[config.mk]
export PLATFORM = sky130hd
export DESIGN_NAME = step_mtimer
export DESIGN_NICKNAME = d
export VERILOG_FILES = /design/src/rtl/step_mtimer_pkg.sv /design/src/rtl/step_mtimer_prescaler.sv /design/src/rtl/step_mtimer_count.sv /design/src/rtl/step_mtimer_cmp.sv /design/src/rtl/step_mtimer.sv
export SDC_FILE = /design/constraint.sdc
export NUM_CORES = 1
export LEC_CHECK = 0
export CORE_MARGIN = 2
export CORE_UTILIZATION = 24
export CTS_CLUSTER_DIAMETER = 120
export CTS_CLUSTER_SIZE = 20
export DETAILED_ROUTE_END_ITERATION = 10
export SLEW_MARGIN = 20
export SYNTH_ARGS = -nofsm -noshare
export SYNTH_HDL_FRONTEND = slang
export SYNTH_SLANG_ARGS = --single-unit
[constraint.sdc]
create_clock -name clk -period 2.5 [get_ports clk]
set_input_delay 0.5 -clock clk [delete_from_list [all_inputs] [get_ports clk]]
set_output_delay 0.5 -clock clk [all_outputs]
set_load 0.05 [all_outputs]
[src/rtl/step_mtimer_pkg.sv]
package step_mtimer_pkg;
  // Register offsets that the block decodes.
  localparam int OFF_CTRL    = 'h00;
  localparam int OFF_CNT_LO  = 'h04;
  localparam int OFF_CNT_HI  = 'h08;
  localparam int OFF_CFG     = 'h0C;
  localparam int OFF_CMP0    = 'h10;
  localparam int CMP_STRIDE  = 8;
  localparam int CNT_W       = 64;
  localparam int WORD_W      = 32;

  typedef struct packed {
    logic                wr_lo;
    logic                wr_hi;
    logic [WORD_W-1:0]   data;
  } word_wr_t;
endpackage

[src/rtl/step_mtimer_prescaler.sv]
module step_mtimer_prescaler #(
  parameter int PRE_W = 12
) (
  input  logic             clk,
  input  logic             rst_n,
  input  logic             en,
  input  logic [PRE_W-1:0] prescale,
  output logic             tick
);
  logic [PRE_W-1:0] phase_q;

  // The >= keeps a lowered prescale from wrapping the phase around.
  assign tick = en && (phase_q >= prescale);

  always_ff @(posedge clk) begin
    if (!rst_n)             phase_q <= '0;
    else if (!en || tick)   phase_q <= '0;
    else                    phase_q <= phase_q + 1'b1;
  end

  // a disabled timer always restarts its prescale period from zero
  a_r3_phase_restart: assert property (@(posedge clk) disable iff (!rst_n)
    !en |=> (phase_q == '0));
endmodule

[src/rtl/step_mtimer_count.sv]
module step_mtimer_count
  import step_mtimer_pkg::*;
#(
  parameter int STEP_W = 8
) (
  input  logic              clk,
  input  logic              rst_n,
  input  logic              tick,
  input  logic [STEP_W-1:0] step,
  input  word_wr_t          wr,
  output logic [CNT_W-1:0]  count
);
  logic [CNT_W-1:0] cnt_q;

  always_ff @(posedge clk) begin
    if (!rst_n) begin
      cnt_q <= '0;
    end else if (wr.wr_lo || wr.wr_hi) begin
      if (wr.wr_lo) cnt_q[WORD_W-1:0]     <= wr.data;
      if (wr.wr_hi) cnt_q[CNT_W-1:WORD_W] <= wr.data;
    end else if (tick) begin
      cnt_q <= cnt_q + CNT_W'(step);
    end
  end

  assign count = cnt_q;

  // a software write wins over the increment
  a_r5_write_wins: assert property (@(posedge clk) disable iff (!rst_n)
    wr.wr_lo |=> (cnt_q[WORD_W-1:0] == $past(wr.data)));
  // each tick adds exactly one step
  a_r2_step_add: assert property (@(posedge clk) disable iff (!rst_n)
    (tick && !wr.wr_lo && !wr.wr_hi) |=> (cnt_q == $past(cnt_q) + CNT_W'($past(step))));
  // no tick and no write leaves the count untouched
  a_r3_hold: assert property (@(posedge clk) disable iff (!rst_n)
    (!tick && !wr.wr_lo && !wr.wr_hi) |=> $stable(cnt_q));
endmodule

[src/rtl/step_mtimer_cmp.sv]
module step_mtimer_cmp
  import step_mtimer_pkg::*;
(
  input  logic              clk,
  input  logic              rst_n,
  input  logic [CNT_W-1:0]  count,
  input  word_wr_t          wr,
  input  logic              clr,
  output logic [CNT_W-1:0]  thr,
  output logic              pend
);
  logic [CNT_W-1:0] thr_q;
  logic             pend_q;
  logic             hit;

  assign hit = (count >= thr_q);

  always_ff @(posedge clk) begin
    if (!rst_n) begin
      thr_q <= '1;
    end else begin
      if (wr.wr_lo) thr_q[WORD_W-1:0]     <= wr.data;
      if (wr.wr_hi) thr_q[CNT_W-1:WORD_W] <= wr.data;
    end
  end

  // Setting has priority over a write-one clear.
  always_ff @(posedge clk) begin
    if (!rst_n) pend_q <= 1'b0;
    else        pend_q <= (pend_q && !clr) || hit;
  end

  assign thr  = thr_q;
  assign pend = pend_q;

  // a reached threshold raises the state bit on the next edge
  a_r7_hit_sets: assert property (@(posedge clk) disable iff (!rst_n)
    hit |=> pend_q);
  // only a clear can drop the state bit
  a_r8_sticky: assert property (@(posedge clk) disable iff (!rst_n)
    (pend_q && !clr) |=> pend_q);
endmodule

[src/rtl/step_mtimer.sv]
module step_mtimer
  import step_mtimer_pkg::*;
#(
  parameter int NUM_CMP  = 2,
  parameter int PRE_W    = 12,
  parameter int STEP_W   = 8,
  parameter int STEP_LSB = 16,
  parameter int ADDR_W   = 8
) (
  input  logic               clk,
  input  logic               rst_n,
  input  logic               req_valid,
  output logic               req_ready,
  input  logic               req_write,
  input  logic [ADDR_W-1:0]  req_addr,
  input  logic [31:0]        req_wdata,
  output logic               rsp_valid,
  input  logic               rsp_ready,
  output logic [31:0]        rsp_rdata,
  output logic [NUM_CMP-1:0] irq_o
);
  localparam int OFF_IE = OFF_CMP0 + CMP_STRIDE * NUM_CMP;
  localparam int OFF_IS = OFF_IE + 4;

  logic               accept, do_wr, do_rd;
  logic               en_q;
  logic [PRE_W-1:0]   pre_q;
  logic [STEP_W-1:0]  step_q;
  logic [NUM_CMP-1:0] ie_q;
  logic [NUM_CMP-1:0] pend;
  logic [NUM_CMP-1:0] clr;
  logic               tick;
  logic [CNT_W-1:0]   count;
  logic [CNT_W-1:0]   thr [NUM_CMP];
  word_wr_t           cnt_wr;
  logic [31:0]        rd_mux;
  logic               rsp_valid_q;
  logic [31:0]        rsp_data_q;

  assign req_ready = !rsp_valid_q || rsp_ready;
  assign accept    = req_valid && req_ready;
  assign do_wr     = accept && req_write;
  assign do_rd     = accept && !req_write;

  function automatic logic hit_addr(input logic [ADDR_W-1:0] a, input int off);
    return a == ADDR_W'(off);
  endfunction

  // Control, configuration and interrupt-enable registers
  always_ff @(posedge clk) begin
    if (!rst_n) begin
      en_q   <= 1'b0;
      pre_q  <= '0;
      step_q <= '0;
      ie_q   <= '0;
    end else if (do_wr) begin
      if (hit_addr(req_addr, OFF_CTRL)) en_q <= req_wdata[0];
      if (hit_addr(req_addr, OFF_CFG)) begin
        pre_q  <= req_wdata[PRE_W-1:0];
        step_q <= req_wdata[STEP_LSB +: STEP_W];
      end
      if (hit_addr(req_addr, OFF_IE)) ie_q <= req_wdata[NUM_CMP-1:0];
    end
  end

  assign cnt_wr.wr_lo = do_wr && hit_addr(req_addr, OFF_CNT_LO);
  assign cnt_wr.wr_hi = do_wr && hit_addr(req_addr, OFF_CNT_HI);
  assign cnt_wr.data  = req_wdata;
  assign clr = (do_wr && hit_addr(req_addr, OFF_IS)) ? req_wdata[NUM_CMP-1:0] : '0;

  step_mtimer_prescaler #(.PRE_W(PRE_W)) u_pre (
    .clk(clk), .rst_n(rst_n), .en(en_q), .prescale(pre_q), .tick(tick)
  );

  step_mtimer_count #(.STEP_W(STEP_W)) u_cnt (
    .clk(clk), .rst_n(rst_n), .tick(tick), .step(step_q), .wr(cnt_wr), .count(count)
  );

  for (genvar k = 0; k < NUM_CMP; k++) begin : g_cmp
    word_wr_t thr_wr;
    assign thr_wr.wr_lo = do_wr && hit_addr(req_addr, OFF_CMP0 + CMP_STRIDE * k);
    assign thr_wr.wr_hi = do_wr && hit_addr(req_addr, OFF_CMP0 + CMP_STRIDE * k + 4);
    assign thr_wr.data  = req_wdata;

    step_mtimer_cmp u_cmp (
      .clk(clk), .rst_n(rst_n), .count(count), .wr(thr_wr),
      .clr(clr[k]), .thr(thr[k]), .pend(pend[k])
    );
  end

  assign irq_o = pend & ie_q;

  // Read multiplexer; unmapped offsets return zero
  always_comb begin
    rd_mux = '0;
    if (hit_addr(req_addr, OFF_CTRL))   rd_mux[0] = en_q;
    if (hit_addr(req_addr, OFF_CFG)) begin
      rd_mux[PRE_W-1:0]          = pre_q;
      rd_mux[STEP_LSB +: STEP_W] = step_q;
    end
    if (hit_addr(req_addr, OFF_CNT_LO)) rd_mux = count[WORD_W-1:0];
    if (hit_addr(req_addr, OFF_CNT_HI)) rd_mux = count[CNT_W-1:WORD_W];
    for (int k = 0; k < NUM_CMP; k++) begin
      if (hit_addr(req_addr, OFF_CMP0 + CMP_STRIDE * k))     rd_mux = thr[k][WORD_W-1:0];
      if (hit_addr(req_addr, OFF_CMP0 + CMP_STRIDE * k + 4)) rd_mux = thr[k][CNT_W-1:WORD_W];
    end
    if (hit_addr(req_addr, OFF_IE)) rd_mux[NUM_CMP-1:0] = ie_q;
    if (hit_addr(req_addr, OFF_IS)) rd_mux[NUM_CMP-1:0] = pend;
  end

  always_ff @(posedge clk) begin
    if (!rst_n) begin
      rsp_valid_q <= 1'b0;
      rsp_data_q  <= '0;
    end else if (do_rd) begin
      rsp_valid_q <= 1'b1;
      rsp_data_q  <= rd_mux;
    end else if (rsp_ready) begin
      rsp_valid_q <= 1'b0;
    end
  end

  assign rsp_valid = rsp_valid_q;
  assign rsp_rdata = rsp_data_q;

  // a stalled response keeps its data
  a_r10_rsp_hold: assert property (@(posedge clk) disable iff (!rst_n)
    (rsp_valid && !rsp_ready) |=> (rsp_valid && $stable(rsp_rdata)));
  // a response appears only after an accepted read
  a_r10_rsp_cause: assert property (@(posedge clk) disable iff (!rst_n)
    $rose(rsp_valid) |-> $past(req_valid && !req_write));
endmodule

==> metrics <==
run status finished, final reports clean; Critical path origin g_cmp[1].u_cmp.pend$_SDFF_PN0_; Seq/Total Area, Yosys 0.321; synthesized flop and latch total 262; P_sw 2.08 mW; Clock Power Share 0.370; fin crit share 0.991; First DRT Iteration DRCs 2033; filler cell count 7091; DR vias 17300; die area 70300 um2; Max IR drop VDD 0.358 mV; Clock Latency Late Sink 550 ps; Die Span Y 265 um; Syn Nets 2207; CTS buffer count 17; WS Path Type reg -> out; Syn Inst Count 2012; routed len/inst 22.2 um; commonest cells after routing, fill and taps aside buf_4 (269), nand2_1 (256), dfxtp_1 (249), inv_1 (156), ha_1 (143); Worst R2R Start step_q[1]$_SDFFE_PN0P_; internal power 5.67 mW; final setup vio count 0; final hold violations 0; maximum clock path buffer count 3; I/O pin total 81; antenna-violating nets left 0; Final nets 2468; row cnt 95; # hold bufs at CTS 0; Synth-to-Final Area Change 30.1%; Setup crit end kind primary output; combinational group share of total power 0.084; f_max 403 MHz; simple-gate share of the synthesized area 0.175; Post-synth EDFFs 0; min cycle time layout 2480 ps; complex-gate fraction of the synthesized area 0.306; main combinational cell family by area after synthesis compound AO/OA/AOI/OAI gates; drt drc 0; Critical Path AT 1980 ps; Starting Density 0.243; Synthesis Warnings 0; RSZ-0062 raised after global routing yes; Worst-Margin Slew 755 ps; GRT Total Usage 0.194; post-synthesis cell area 16400 um2; min-delay worst type in -> reg; gr ovfl total 0; Leak Pwr 9.16 nW; CP required 2000 ps; Distinct cells, synth 89; CTS sink count 262; share of power burned in registers 0.546; Final Power 7.75 mW; Core Box Area 67300 um2; GPL Wtd Cong 0.960; skew final 33.8 ps; Routed WL 69800 um; initial antenna violation count 5; Port Buffers 80; most common cell after layout, fill and taps aside buf_4; min-delay src rst_n; vias in the first global route 16500; Placed Area 20300 um2; worst-path maximum fanout 2; crit path cell chain and2_1 > clkdlybuf4s50_1; H-Tree Depth 1; layout cell share with drive strength beyond 1 0.204; first-pass GRT wire length 105000 um; post-synthesis mux area share 0.00260; Sw Share 0.268; Finished Cell Area 21300 um2; post-DR vias/cell 5.49; post-synthesis adder-cell area fraction 0.115; Syn Area/Cell 8.13 um2; max-slew violations 0; TritonCTS clock tree done; Die W 265 um; largest net degree at the start of global routing 127; Post-Synth XOR/XNOR Area 0.00750; CP max-delay cell clkdlybuf4s50_1; pwr dens 364 nW/um2; async set-reset flop share out of synthesis 0; max incr delay on CP 790 ps; Worst-path clk slew 100 ps; top_reg_cell synth dfxtp_1; DP HPWL 53500 um; drt first pass iters 6; CP Launch Type register; number of max-cap violations 0; Max-slew headroom 0.493; CTS root buf clkbuf_16
stage by stage:
step / setup TNS (ps) / utilization / instances / worst slack (ps) / hold slack (ps)
global route: -21.7 / 0.316 / 3145 / -9.70 / 304
CTS: -4.92 / 0.310 / 3141 / -4.92 / 261
global placement: -53720 / 0.302 / 3122 / -577 / 470
detailed placement: -56200 / 0.302 / 3122 / -601 / 474
floorplan: 0 / - / 2012 / 11.5 / 437
finish: 0 / 0.316 / 3146 / 21.5 / 280
registers in the layout, indices dropped and copies added (netlist names):
| name | count |
|---|---|
| g_cmp.u_cmp.pend | 2 |
| step_q | 8 |
| g_cmp.u_cmp.thr | 128 |
| u_cnt.count | 64 |
| pre_q | 12 |
| rsp_valid | 1 |
| u_pre.phase_q | 12 |
| rsp_rdata | 32 |
| en_q | 1 |
| ie_q | 2 |
metal layers:
metal / GRT usage / part of all wire / wire length [um] / vias to the layer above
li1: - / - / - / 8079
met1: 0.256 / 0.42 / 29400 / 8219
met2: 0.312 / 0.45 / 31300 / 805
met3: 0.0355 / 0.086 / 6000 / 145
met4: 0.0779 / 0.043 / 3020 / 8
met5: 0 / 0.00056 / 39 / -
repair_timing:
| item | CTS | global route |
|---|---|---|
| gates cloned | 0 | 0 |
| resized for setup | 24 | 80 |
| setup endpoints to repair | 35 | 56 |
| setup buffers | 1 | 5 |
| pin swaps | 8 | 28 |
cells in the mapped netlist (all sizes together), types with 7 or more instances:
cell | n | share of area
xor2 | 9 | 0.0048
a211oi | 11 | 0.0050
a221oi | 44 | 0.024
clkbuf | 96 | 0.022
nor2 | 90 | 0.021
and2 | 23 | 0.0088
or3 | 9 | 0.0037
o22ai | 19 | 0.0073
and4 | 9 | 0.0048
or4 | 7 | 0.0032
nand4 | 41 | 0.017
o21ai | 80 | 0.025
dfxtp | 262 | 0.32
a22o | 33 | 0.018
a2111oi | 8 | 0.0062
buf | 50 | 0.015
nor3 | 42 | 0.013
ha | 149 | 0.11
a22oi | 37 | 0.017
o31ai | 9 | 0.0041
a32o | 9 | 0.0055
nand3 | 39 | 0.012
nor4 | 19 | 0.0095
o211ai | 140 | 0.064
inv | 157 | 0.036
nand2 | 258 | 0.059
o221a | 27 | 0.019
a31oi | 42 | 0.016
o31a | 7 | 0.0037
and3 | 20 | 0.0076
a21oi | 134 | 0.041
a41oi | 9 | 0.0048
a21o | 16 | 0.0073
layout make-up:
type                            instances  area, um2  share of cell area
Multi-Input combinational cell       1447      10400               0.487
Clock buffer                           17        425              0.0200
Inverter                              157        589              0.0277
Sequential cell                       262       5260               0.247
Tap cell                              873       1090              0.0513
Clock inverter                          1       20.0            0.000941
Timing Repair Buffer                  388       3530               0.166
Antenna cell                            1       2.50            0.000118
kinds of logic (layout without fill, tap and decap cells):
family | Yosys count | after routing
buffers and inverters | 303 | 563
other | 0 | 1
flip-flops | 262 | 262
multiplexers | 3 | 3
AND/OR/NAND/NOR | 587 | 587
adder cells (fa/ha/maj) | 150 | 150
AO/OA/AOI/OAI | 693 | 693
XOR/XNOR | 14 | 14
critical path, delay by kind of cell, from the launching register on:
kind | cells | cell delay [ps]
DFF | 1 | 470
buffers and inverters | 1 | 790
and+or+nand+nor | 1 | 160
path summary, 6_finish.rpt:
check / end / slack [ps] / cells past startpoint
worst min register to register: pre_q[3]$_SDFFE_PN0P_ / 500 / 2
worst max-delay path: irq_o[1] / 20 / 2
worst min-delay path: rsp_rdata[0]$_SDFFE_PN0P_ / 280 / 3
worst max register to register: u_cnt.count[41]$_SDFFE_PN0P_ / 30 / 9
power by group through the flow:
stage               sequential (mW)  clock, mW  combinational [mW]
floorplan                      4.43          0               0.166
global placement               4.33          0               0.644
detailed placement             4.33          0               0.644
CTS                            4.23       2.91               0.646
global route                   4.24       3.04               0.681
finish                         4.23       2.86               0.653
(Power assumes the default switching activity.)
